File: src/rtl/rtc_tod_pkg.sv
package rtc_tod_pkg;

    localparam int SEC_LAST  = 59;
    localparam int MIN_LAST  = 59;
    localparam int HOUR_LAST = 23;
    localparam int HALF_DAY  = 12;

    typedef struct packed {
        logic       pm;
        logic [1:0] hr_t;
        logic [3:0] hr_u;
        logic [2:0] mn_t;
        logic [3:0] mn_u;
        logic [2:0] sc_t;
        logic [3:0] sc_u;
    } tod_t;

    typedef enum logic {
        ST_RUN  = 1'b0,
        ST_INIT = 1'b1
    } mode_e;

endpackage

File: src/rtl/rtc_tod_step.sv
// Next-time logic: seconds tick first, then the optional hour add.
module rtc_tod_step
    import rtc_tod_pkg::*;
(
    input  tod_t cur,
    input  logic tick,
    input  logic add_hr,
    output tod_t nxt,
    output logic wrap
);
    logic [5:0] s;
    logic [5:0] m;
    logic [4:0] h;

    always_comb begin
        s    = 6'(cur.sc_t) * 6'd10 + 6'(cur.sc_u);
        m    = 6'(cur.mn_t) * 6'd10 + 6'(cur.mn_u);
        h    = 5'(cur.hr_t) * 5'd10 + 5'(cur.hr_u);
        wrap = 1'b0;
        if (tick) begin
            if (s == 6'(SEC_LAST)) begin
                s = '0;
                if (m == 6'(MIN_LAST)) begin
                    m = '0;
                    if (h == 5'(HOUR_LAST)) begin
                        h    = '0;
                        wrap = 1'b1;
                    end else begin
                        h = h + 5'd1;
                    end
                end else begin
                    m = m + 6'd1;
                end
            end else begin
                s = s + 6'd1;
            end
        end
        if (add_hr) begin
            if (h == 5'(HOUR_LAST)) begin
                h    = '0;
                wrap = 1'b1;
            end else begin
                h = h + 5'd1;
            end
        end
        nxt.pm   = 1'b0;
        nxt.hr_t = 2'(h / 5'd10);
        nxt.hr_u = 4'(h % 5'd10);
        nxt.mn_t = 3'(m / 6'd10);
        nxt.mn_u = 4'(m % 6'd10);
        nxt.sc_t = 3'(s / 6'd10);
        nxt.sc_u = 4'(s % 6'd10);
    end
endmodule

File: src/rtl/rtc_fmt_out.sv
// Internal 0..23 hour scale to display format.
module rtc_fmt_out
    import rtc_tod_pkg::*;
(
    input  tod_t in24,
    input  logic fmt12,
    output tod_t disp
);
    logic [4:0] h;

    always_comb begin
        disp    = in24;
        disp.pm = 1'b0;
        h       = 5'(in24.hr_t) * 5'd10 + 5'(in24.hr_u);
        if (fmt12) begin
            disp.pm = (h >= 5'(HALF_DAY));
            if (h >= 5'(HALF_DAY)) h = h - 5'(HALF_DAY);
            if (h == 5'd0)         h = 5'(HALF_DAY);
        end
        disp.hr_t = 2'(h / 5'd10);
        disp.hr_u = 4'(h % 5'd10);
    end
endmodule

File: src/rtl/rtc_fmt_in.sv
// Display-format load value to internal 0..23 hour scale.
module rtc_fmt_in
    import rtc_tod_pkg::*;
(
    input  tod_t disp,
    input  logic fmt12,
    output tod_t in24
);
    logic [4:0] h;

    always_comb begin
        in24    = disp;
        in24.pm = 1'b0;
        h       = 5'(disp.hr_t) * 5'd10 + 5'(disp.hr_u);
        if (fmt12) begin
            if (h == 5'(HALF_DAY)) h = 5'd0;
            if (disp.pm)           h = h + 5'(HALF_DAY);
        end
        in24.hr_t = 2'(h / 5'd10);
        in24.hr_u = 4'(h % 5'd10);
    end
endmodule

File: src/rtl/rtc_tod_core.sv
module rtc_tod_core
    import rtc_tod_pkg::*;
#(
    parameter int SHADOW_PERIOD = 2
) (
    input  logic        clk,
    input  logic        rst_n,
    input  logic        tick_1hz,
    input  logic        init_mode,
    input  logic        load_en,
    input  logic [20:0] load_time,
    input  logic        fmt_12h,
    input  logic        add_hour_req,
    input  logic        bypass_shadow,
    output logic [20:0] rd_time,
    output logic [20:0] live_time,
    output logic        day_carry,
    output logic        add_hour_rb
);
    localparam int CW = (SHADOW_PERIOD > 1) ? $clog2(SHADOW_PERIOD) : 1;

    mode_e          state_q, state_d;
    tod_t           hms_q, shadow_q, step_nxt, load_int, live_disp, shadow_disp;
    logic           step_wrap, day_carry_q, refresh;
    logic [CW-1:0]  cnt_q;

    rtc_tod_step u_step (
        .cur   (hms_q),
        .tick  (tick_1hz),
        .add_hr(add_hour_req),
        .nxt   (step_nxt),
        .wrap  (step_wrap)
    );

    rtc_fmt_in u_fmt_in (
        .disp (tod_t'(load_time)),
        .fmt12(fmt_12h),
        .in24 (load_int)
    );

    rtc_fmt_out u_fmt_live (
        .in24 (hms_q),
        .fmt12(fmt_12h),
        .disp (live_disp)
    );

    rtc_fmt_out u_fmt_shadow (
        .in24 (shadow_q),
        .fmt12(fmt_12h),
        .disp (shadow_disp)
    );

    // State register
    always_ff @(posedge clk or negedge rst_n) begin
        if (!rst_n) state_q <= ST_RUN;
        else        state_q <= state_d;
    end

    // Transitions
    always_comb begin
        state_d = state_q;
        unique case (state_q)
            ST_RUN:  if (init_mode)  state_d = ST_INIT;
            ST_INIT: if (!init_mode) state_d = ST_RUN;
        endcase
    end

    // Per-state counter actions
    always_ff @(posedge clk or negedge rst_n) begin
        if (!rst_n) begin
            hms_q       <= '0;
            day_carry_q <= 1'b0;
        end else begin
            unique case (state_q)
                ST_RUN: begin
                    hms_q       <= step_nxt;
                    day_carry_q <= step_wrap;
                end
                ST_INIT: begin
                    if (load_en) hms_q <= load_int;
                    day_carry_q <= 1'b0;
                end
            endcase
        end
    end

    // Shadow refresh every SHADOW_PERIOD cycles
    assign refresh = (cnt_q == CW'(SHADOW_PERIOD - 1));

    always_ff @(posedge clk or negedge rst_n) begin
        if (!rst_n) begin
            cnt_q    <= '0;
            shadow_q <= '0;
        end else begin
            cnt_q <= refresh ? '0 : cnt_q + CW'(1);
            if (refresh) shadow_q <= hms_q;
        end
    end

    assign live_time   = live_disp;
    assign rd_time     = bypass_shadow ? live_disp : shadow_disp;
    assign day_carry   = day_carry_q;
    assign add_hour_rb = 1'b0;

endmodule

File: config.mk
export PLATFORM = sky130hd
export DESIGN_NAME = rtc_tod_core
export DESIGN_NICKNAME = d
export VERILOG_FILES = /design/src/rtl/rtc_tod_pkg.sv /design/src/rtl/rtc_tod_step.sv /design/src/rtl/rtc_fmt_out.sv /design/src/rtl/rtc_fmt_in.sv /design/src/rtl/rtc_tod_core.sv
export SDC_FILE = /design/constraint.sdc
export NUM_CORES = 1
export LEC_CHECK = 0
export ABC_AREA = 0
export BUFFER_PORTS_ARGS = -buffer_cell sky130_fd_sc_hd__buf_2
export CORE_MARGIN = 4
export CORE_UTILIZATION = 50
export CTS_BUF_LIST = sky130_fd_sc_hd__clkbuf_4 sky130_fd_sc_hd__clkbuf_8
export CTS_CLUSTER_SIZE = 40
export DETAILED_ROUTE_END_ITERATION = 16
export PLACE_DENSITY = 0.81
export SLEW_MARGIN = 25
export SYNTH_ARGS = -nofsm -noshare
export SYNTH_HDL_FRONTEND = slang
export SYNTH_SLANG_ARGS = --single-unit
export TNS_END_PERCENT = 10
File: constraint.sdc
create_clock -name clk -period 12.3 [get_ports clk]
set_clock_uncertainty 0.1 [all_clocks]
set_input_delay 2.46 -clock clk [delete_from_list [all_inputs] [get_ports clk]]
set_output_delay 2.46 -clock clk [all_outputs]
set_load 0.02 [all_outputs]
==> impl_metrics.ini, run 1 <==
[critical_path]
startpoint_type = primary input
r2r_slack_ps = 5750
endpoint_kind = primary output
cp_max_fo = 12
worstPathArrival_ps = 5890
crit_type = primary input to primary output
cp_data_required_time_ps = 9740

[sta]
slew_violations = 0
period_needed_ps = 8446
setup_violations = 0
rsz0062_at_grt = false
setup_ws_ps = 3854
relSlewSlack_pct = 38.35
setup_tns_ps = 0
max_freq_ghz = 0.1184
finalHoldViolations = 0
worstMarginPinSlew_ps = 920.5
min_period_over_period_pct = 68.67

[place]
place_ws_ps = 3902
dp_hpwl_um = 11200
gp_congestion = 0.9517
numPortBuffers = 71
place_inst = 810

[finish]
final_util_pct = 56.10
drive_gt1_share_pct = 20.38
area_growth_pct = 8.378
final_nets = 762
stdcell_count = 818
diodes = 0

[grt]
grt_busiest_layer = met2
antenna_found_initial = 0
use_met1_pct = 27.24
grt_use_met3_pct = 2.826
use_met2_pct = 39.25
grt_max_degree = 44
grtUsageTotal_pct = 21.90
gr-total-overflow = 0
grt_pass1_wl_um = 23540
grt_pass1_vias = 5114

[synth]
avgSynthCellArea_sq_um = 8.411
synth_cells = 641
syn_nets = 722
yosysUniqueCellTypes = 87
syn_area_sq_um = 5391
synth_ff_type = dfrtp_1
ys_seq_elements = 43
synth_edf_count = 0
seq_area_frac_synth_pct = 19.96
synthArstFlopShare_pct = 100.0
yosys_warnings = 0

[floorplanning]
die_w_um = 111.8
initial_core_util_pct = 51.76
core-area_sq_um = 10420
ioPinCount = 73
rows = 37
die_area_sq_um = 12510
die_h_um = 111.8

[worst_hold_path]
min_path_type = register to register

[route]
ant_nets = 0
vias = 5219
first_pass_iters = 5
drt-initial-drc-count = 479
wl_per_cell_um = 17.43
remaining_drc_errors = 0
drt-vias-per-instance = 6.380
wl_um = 14250

[clock_tree]
cts_resized = 0
htreeDepth = 2
cts_inserted_buffers = 5
cts_setup_buffers = 0
clk_latency_ps = 310
clk_pin_slew_ps = 90
tritoncts = done
clock_sinks = 43
hold_buffers = 0
clock_path_buffers = 2
cts_root_buf = clkbuf_8

[status]
status = completed

[run]
drv_cap = 0
[synth_stat cells (all sizes together) (3+ instances only)]
cell type,count,area share (%)
nand3,18,1.7
nor2,33,2.3
xnor2,24,4.0
nand4,8,0.93
a21oi,45,4.3
a41oi,4,0.65
o31ai,5,0.70
mux2i,21,3.9
a21o,14,1.9
mux2,37,7.7
a211oi,15,2.2
or3,8,0.93
dfrtp,43,20
inv,29,2.0
clkbuf,18,1.3
o22ai,4,0.46
a21boi,5,0.70
o21ai,41,3.9
nand2b,10,1.2
nor3b,4,0.56
fa,5,1.9
nor3,25,2.5
o21a,4,0.56
a31oi,13,1.5
buf,21,2.8
and3,9,1.0
ha,47,11
xor2,4,0.65
nor4,3,0.35
a31o,3,0.49
a2111oi,5,0.97
a311o,3,0.56
nor2b,9,1.0
or2,5,0.58
nand2,40,2.8
o41ai,3,0.49
o211ai,5,0.70
and2,3,0.35
[through the flow]
stage	hold WS, ps	instance area (sq um)
after floorplan	376.6	5391
after global placement	385.9	5704
after detailed placement	395.1	5704
after CTS	417.9	5841
after global routing	428.7	5843
final	410.0	5843
[cells in the final DEF, fill, tap and decap left out, types with 4 or more instances in the layout]
cell / n
mux2i_1: 21
nor2b_1: 9
nand4_1: 8
inv_1: 28
dfrtp_1: 43
o211ai_1: 5
nor3_1: 23
nor3b_1: 4
a211oi_1: 14
nand3_1: 18
o21a_1: 4
xnor2_1: 23
a21oi_1: 43
o22ai_1: 4
o21ai_0: 34
a31oi_1: 13
clkbuf_8: 5
ha_1: 47
a21o_1: 14
buf_2: 70
fa_1: 5
nor2_1: 32
o31ai_1: 5
mux2_2: 37
nand2_1: 39
and3_1: 9
or3_1: 8
a41oi_1: 4
o21ai_1: 6
nand2b_1: 10
a21boi_0: 5
xor2_1: 4
[logic make-up (layout without fill, tap and decap cells)]
group / Yosys count / in the layout / synth area share (%)
AO/OA/AOI/OAI: 201 / 201 / 25.64
XOR/XNOR: 30 / 30 / 5.523
adder cells (fa/ha/maj): 52 / 52 / 12.76
buffers and inverters: 69 / 110 / 6.173
flip-flops: 43 / 43 / 19.96
multiplexers: 58 / 58 / 11.63
other: 1 / 1 / 0.06955
AND/OR/NAND/NOR: 187 / 187 / 18.24
[area by class of cell]
class	instances	area, sq um
fillers	961	4573
multi-input cells	529	3983
flip-flops and latches	43	1076
repair buffers	72	365.4
well taps	136	170.2
inverters	30	112.6
clock buffers	5	68.82
clock inverters	3	67.56
[sequential cells by signal (all words and copies together), names as in the netlist]
register / flops
day_carry: 1
shadow_q: 20
cnt_q: 1
state_q: 1
hms_q: 20
[path summary, 6_finish.rpt]
| kind | start | cells after the start | end |
|---|---|---|---|
| hold reg to reg | shadow_q[0] | 1 | shadow_q[0] |
| setup / recovery | fmt_12h | 17 | rd_time[16] |
| max in group asynchronous | rst_n | 1 | hms_q[14] |
| min in group asynchronous | rst_n | 1 | shadow_q[9] |
| setup reg to reg | hms_q[15] | 29 | hms_q[16] |
| hold / removal | shadow_q[0] | 1 | shadow_q[0] |
[per-layer routing]
metal | vias to the layer above | wire length, um
met4 | 0 | 298
li1 | 2486 | -
met5 | - | 0
met3 | 29 | 885
met1 | 2502 | 6088
met2 | 202 | 6981
[worst max-delay path, cell delays in order]
cell and delay [ps]:
buf_2 170, nand2_1 100, a311o_1 150, a21boi_0 440, inv_1 140, ha_1 250
nor2b_1 150, a21oi_1 260, xnor2_1 230, inv_1 120, ha_1 200, a21o_1 160
or2_1 250, a21o_1 220, a22o_1 260, a21o_1 180, buf_2 150
Power of run 1 is left out: the tool's default activity adds up to more than one toggle a clock period on the data nets, which glitch-free logic cannot reach.
==> run 2, diff against run 1 <==
--- a/config.mk
+++ b/config.mk
@@ -12,7 +12,7 @@
 export CTS_BUF_LIST = sky130_fd_sc_hd__clkbuf_4 sky130_fd_sc_hd__clkbuf_8
 export CTS_CLUSTER_SIZE = 40
 export DETAILED_ROUTE_END_ITERATION = 16
-export PLACE_DENSITY = 0.81
+export PLACE_DENSITY = 0.84
 export SLEW_MARGIN = 25
 export SYNTH_ARGS = -nofsm -noshare
 export SYNTH_HDL_FRONTEND = slang
==> constraint.sdc (replaced) <==
create_clock -name clk -period 7 [get_ports clk]
set_clock_uncertainty 0.1 [all_clocks]
set_input_delay 1.4 -clock clk [delete_from_list [all_inputs] [get_ports clk]]
set_output_delay 1.4 -clock clk [all_outputs]
set_load 0.02 [all_outputs]
==> run 2 against run 1 <==
Final cell count fell by 0.12%. Core utilization about the same. Cell area about the same. Global-route usage increased by 0.50 points. Highest routed layer unchanged. Critical path type is now register to primary output. Clock-buffer cell count did not move. Sequential cell count unchanged. Largest cell class unchanged. Non-clock buffer count rose by 1.
==> impl_metrics.ini, run 2 (synthesis gave the netlist of run 1 again) <==
[status]
status = completed

[critical_path]
crit_start = hms_q[18]
cp_data_required_time_ps = 5500
r2r_end = hms_q[16]
crit_end = rd_time[16]
endpoint_kind = primary output
worstPathArrival_ps = 5130
cp_max_fo = 10
reg2reg_from = hms_q[8]
r2r_slack_ps = 730
worst-r2r-cell-count = 25
cp_slowest_cell = fa_2
startpoint_type = register
crit_type = register to primary output
critical-path-max-stage-delay_ps = 630
critical_path.cell_chain = ha_1, inv_1, fa_2, inv_4, ha_4, a22oi_1, o21ai_1, nand2_1, a311o_1, a21boi_2, inv_1, ha_1, nor2b_2, a21oi_4, xnor2_2, inv_1, ha_1, a21o_1, or2_1, a21o_1, a22o_1, a21o_1, buf_2

[run]
drv_cap = 0

[place]
dp_hpwl_um = 11200
numPortBuffers = 71
gp_congestion = 0.9452

[floorplanning]
die_w_um = 111.8
initial_core_util_pct = 51.76
die_area_sq_um = 12510
core-area_sq_um = 10420
die_h_um = 111.8
ioPinCount = 73
rows = 37

[finish]
seqCellArea_sq_um = 1076
layout_common_cells = 70 x buf_2, 46 x ha_1, 43 x dfrtp_1
num-fill-cells = 953
multi_input_area_sq_um = 4036
top_regs = hms_q (20), shadow_q (20)
drive_gt1_share_pct = 21.44
diodes = 0
final_common_cell = buf_2
final_nets = 763
area_growth_pct = 8.447

[clock_tree]
clk_pin_slew_ps = 80
tritoncts = done
clock_sinks = 43
cts_root_buf = clkbuf_8
cts_inserted_buffers = 5
clk_latency_ps = 300
htreeDepth = 2
clock_path_buffers = 2

[route]
vias = 5262
remaining_drc_errors = 0
ant_nets = 0
drt-initial-drc-count = 376
wl_per_cell_um = 17.70
first_pass_iters = 5
met2_wirelength_um = 7062
drt-vias-per-instance = 6.441
wl_um = 14460
met3RoutedLength_um = 886
wl_met1_um = 6153
top_layer = met4

[sta]
slew_violations = 0
relSlewSlack_pct = 35.43
min_period_over_period_pct = 94.78
finalHoldViolations = 0
max_freq_ghz = 0.1507
period_needed_ps = 6635
setup_tns_ps = 0
worstMarginPinSlew_ps = 968.6
setup_violations = 0
rsz0062_at_grt = false

[grt]
grt_max_degree = 44
antenna_found_initial = 0
gr-total-overflow = 0
grt_pass1_wl_um = 24270
grt_pass1_vias = 5303
grtUsageTotal_pct = 22.40

[worst_hold_path]
min_path_type = register to register
[run 2: worst min path at each step]
stage	slack [ps]	startpoint	end	cells after the start
after global placement	390	shadow_q[0]	shadow_q[0]	1
after global routing	430	shadow_q[13]	shadow_q[13]	1
final	410	shadow_q[8]	shadow_q[8]	1
after floorplan	380	shadow_q[0]	shadow_q[0]	1
after CTS	410	shadow_q[0]	shadow_q[0]	1
after detailed placement	400	shadow_q[13]	shadow_q[13]	1
[run 2: metrics by stage]
stage	cells	util [%]	instance area, sq um	setup WS (ps)	hold slack (ps)
2_1_floorplan	641	-	5391	598.2	376.6
3_3_place_gp	811	54.83	5712	494.9	386.4
3_5_place_dp	811	54.83	5712	145.7	396.2
4_1_cts	817	55.60	5792	7.459	414.5
5_1_grt	817	56.13	5847	13.55	429.9
6_report	817	56.13	5847	365.5	411.7
[run 2: what timing repair did]
action / in CTS / in global routing
buffers inserted: 0 / 0
resized for setup: 2 / 11
hold buffers: 0 / 0
endpoints found under the setup margin: 2 / 8
[run 2: final cells by class]
class	instances	area share [%]
Clock inverter	1	0.1284
Timing Repair Buffer	73	6.377
Tap cell	136	2.910
Multi-Input combinational cell	529	69.03
Inverter	30	1.969
Sequential cell	43	18.40
Clock buffer	5	1.177
[run 2: worst max-delay path: cells and delay by family (launching register included)]
| family | cells | cell delay, ps |
|---|---|---|
| compound gates | 9 | 1750 |
| fa+ha+maj | 5 | 1470 |
| simple gates | 3 | 540 |
| buf+inv | 5 | 490 |
| flops | 1 | 400 |
| xor+xnor | 1 | 170 |
[run 2: layer usage]
layer,up-vias,global-route usage (%)
met3,39,3.533
met1,2518,27.05
li1,2483,-
met4,0,6.488
met5,-,0
met2,222,40.85
Power of run 2 is left out for the same reason.
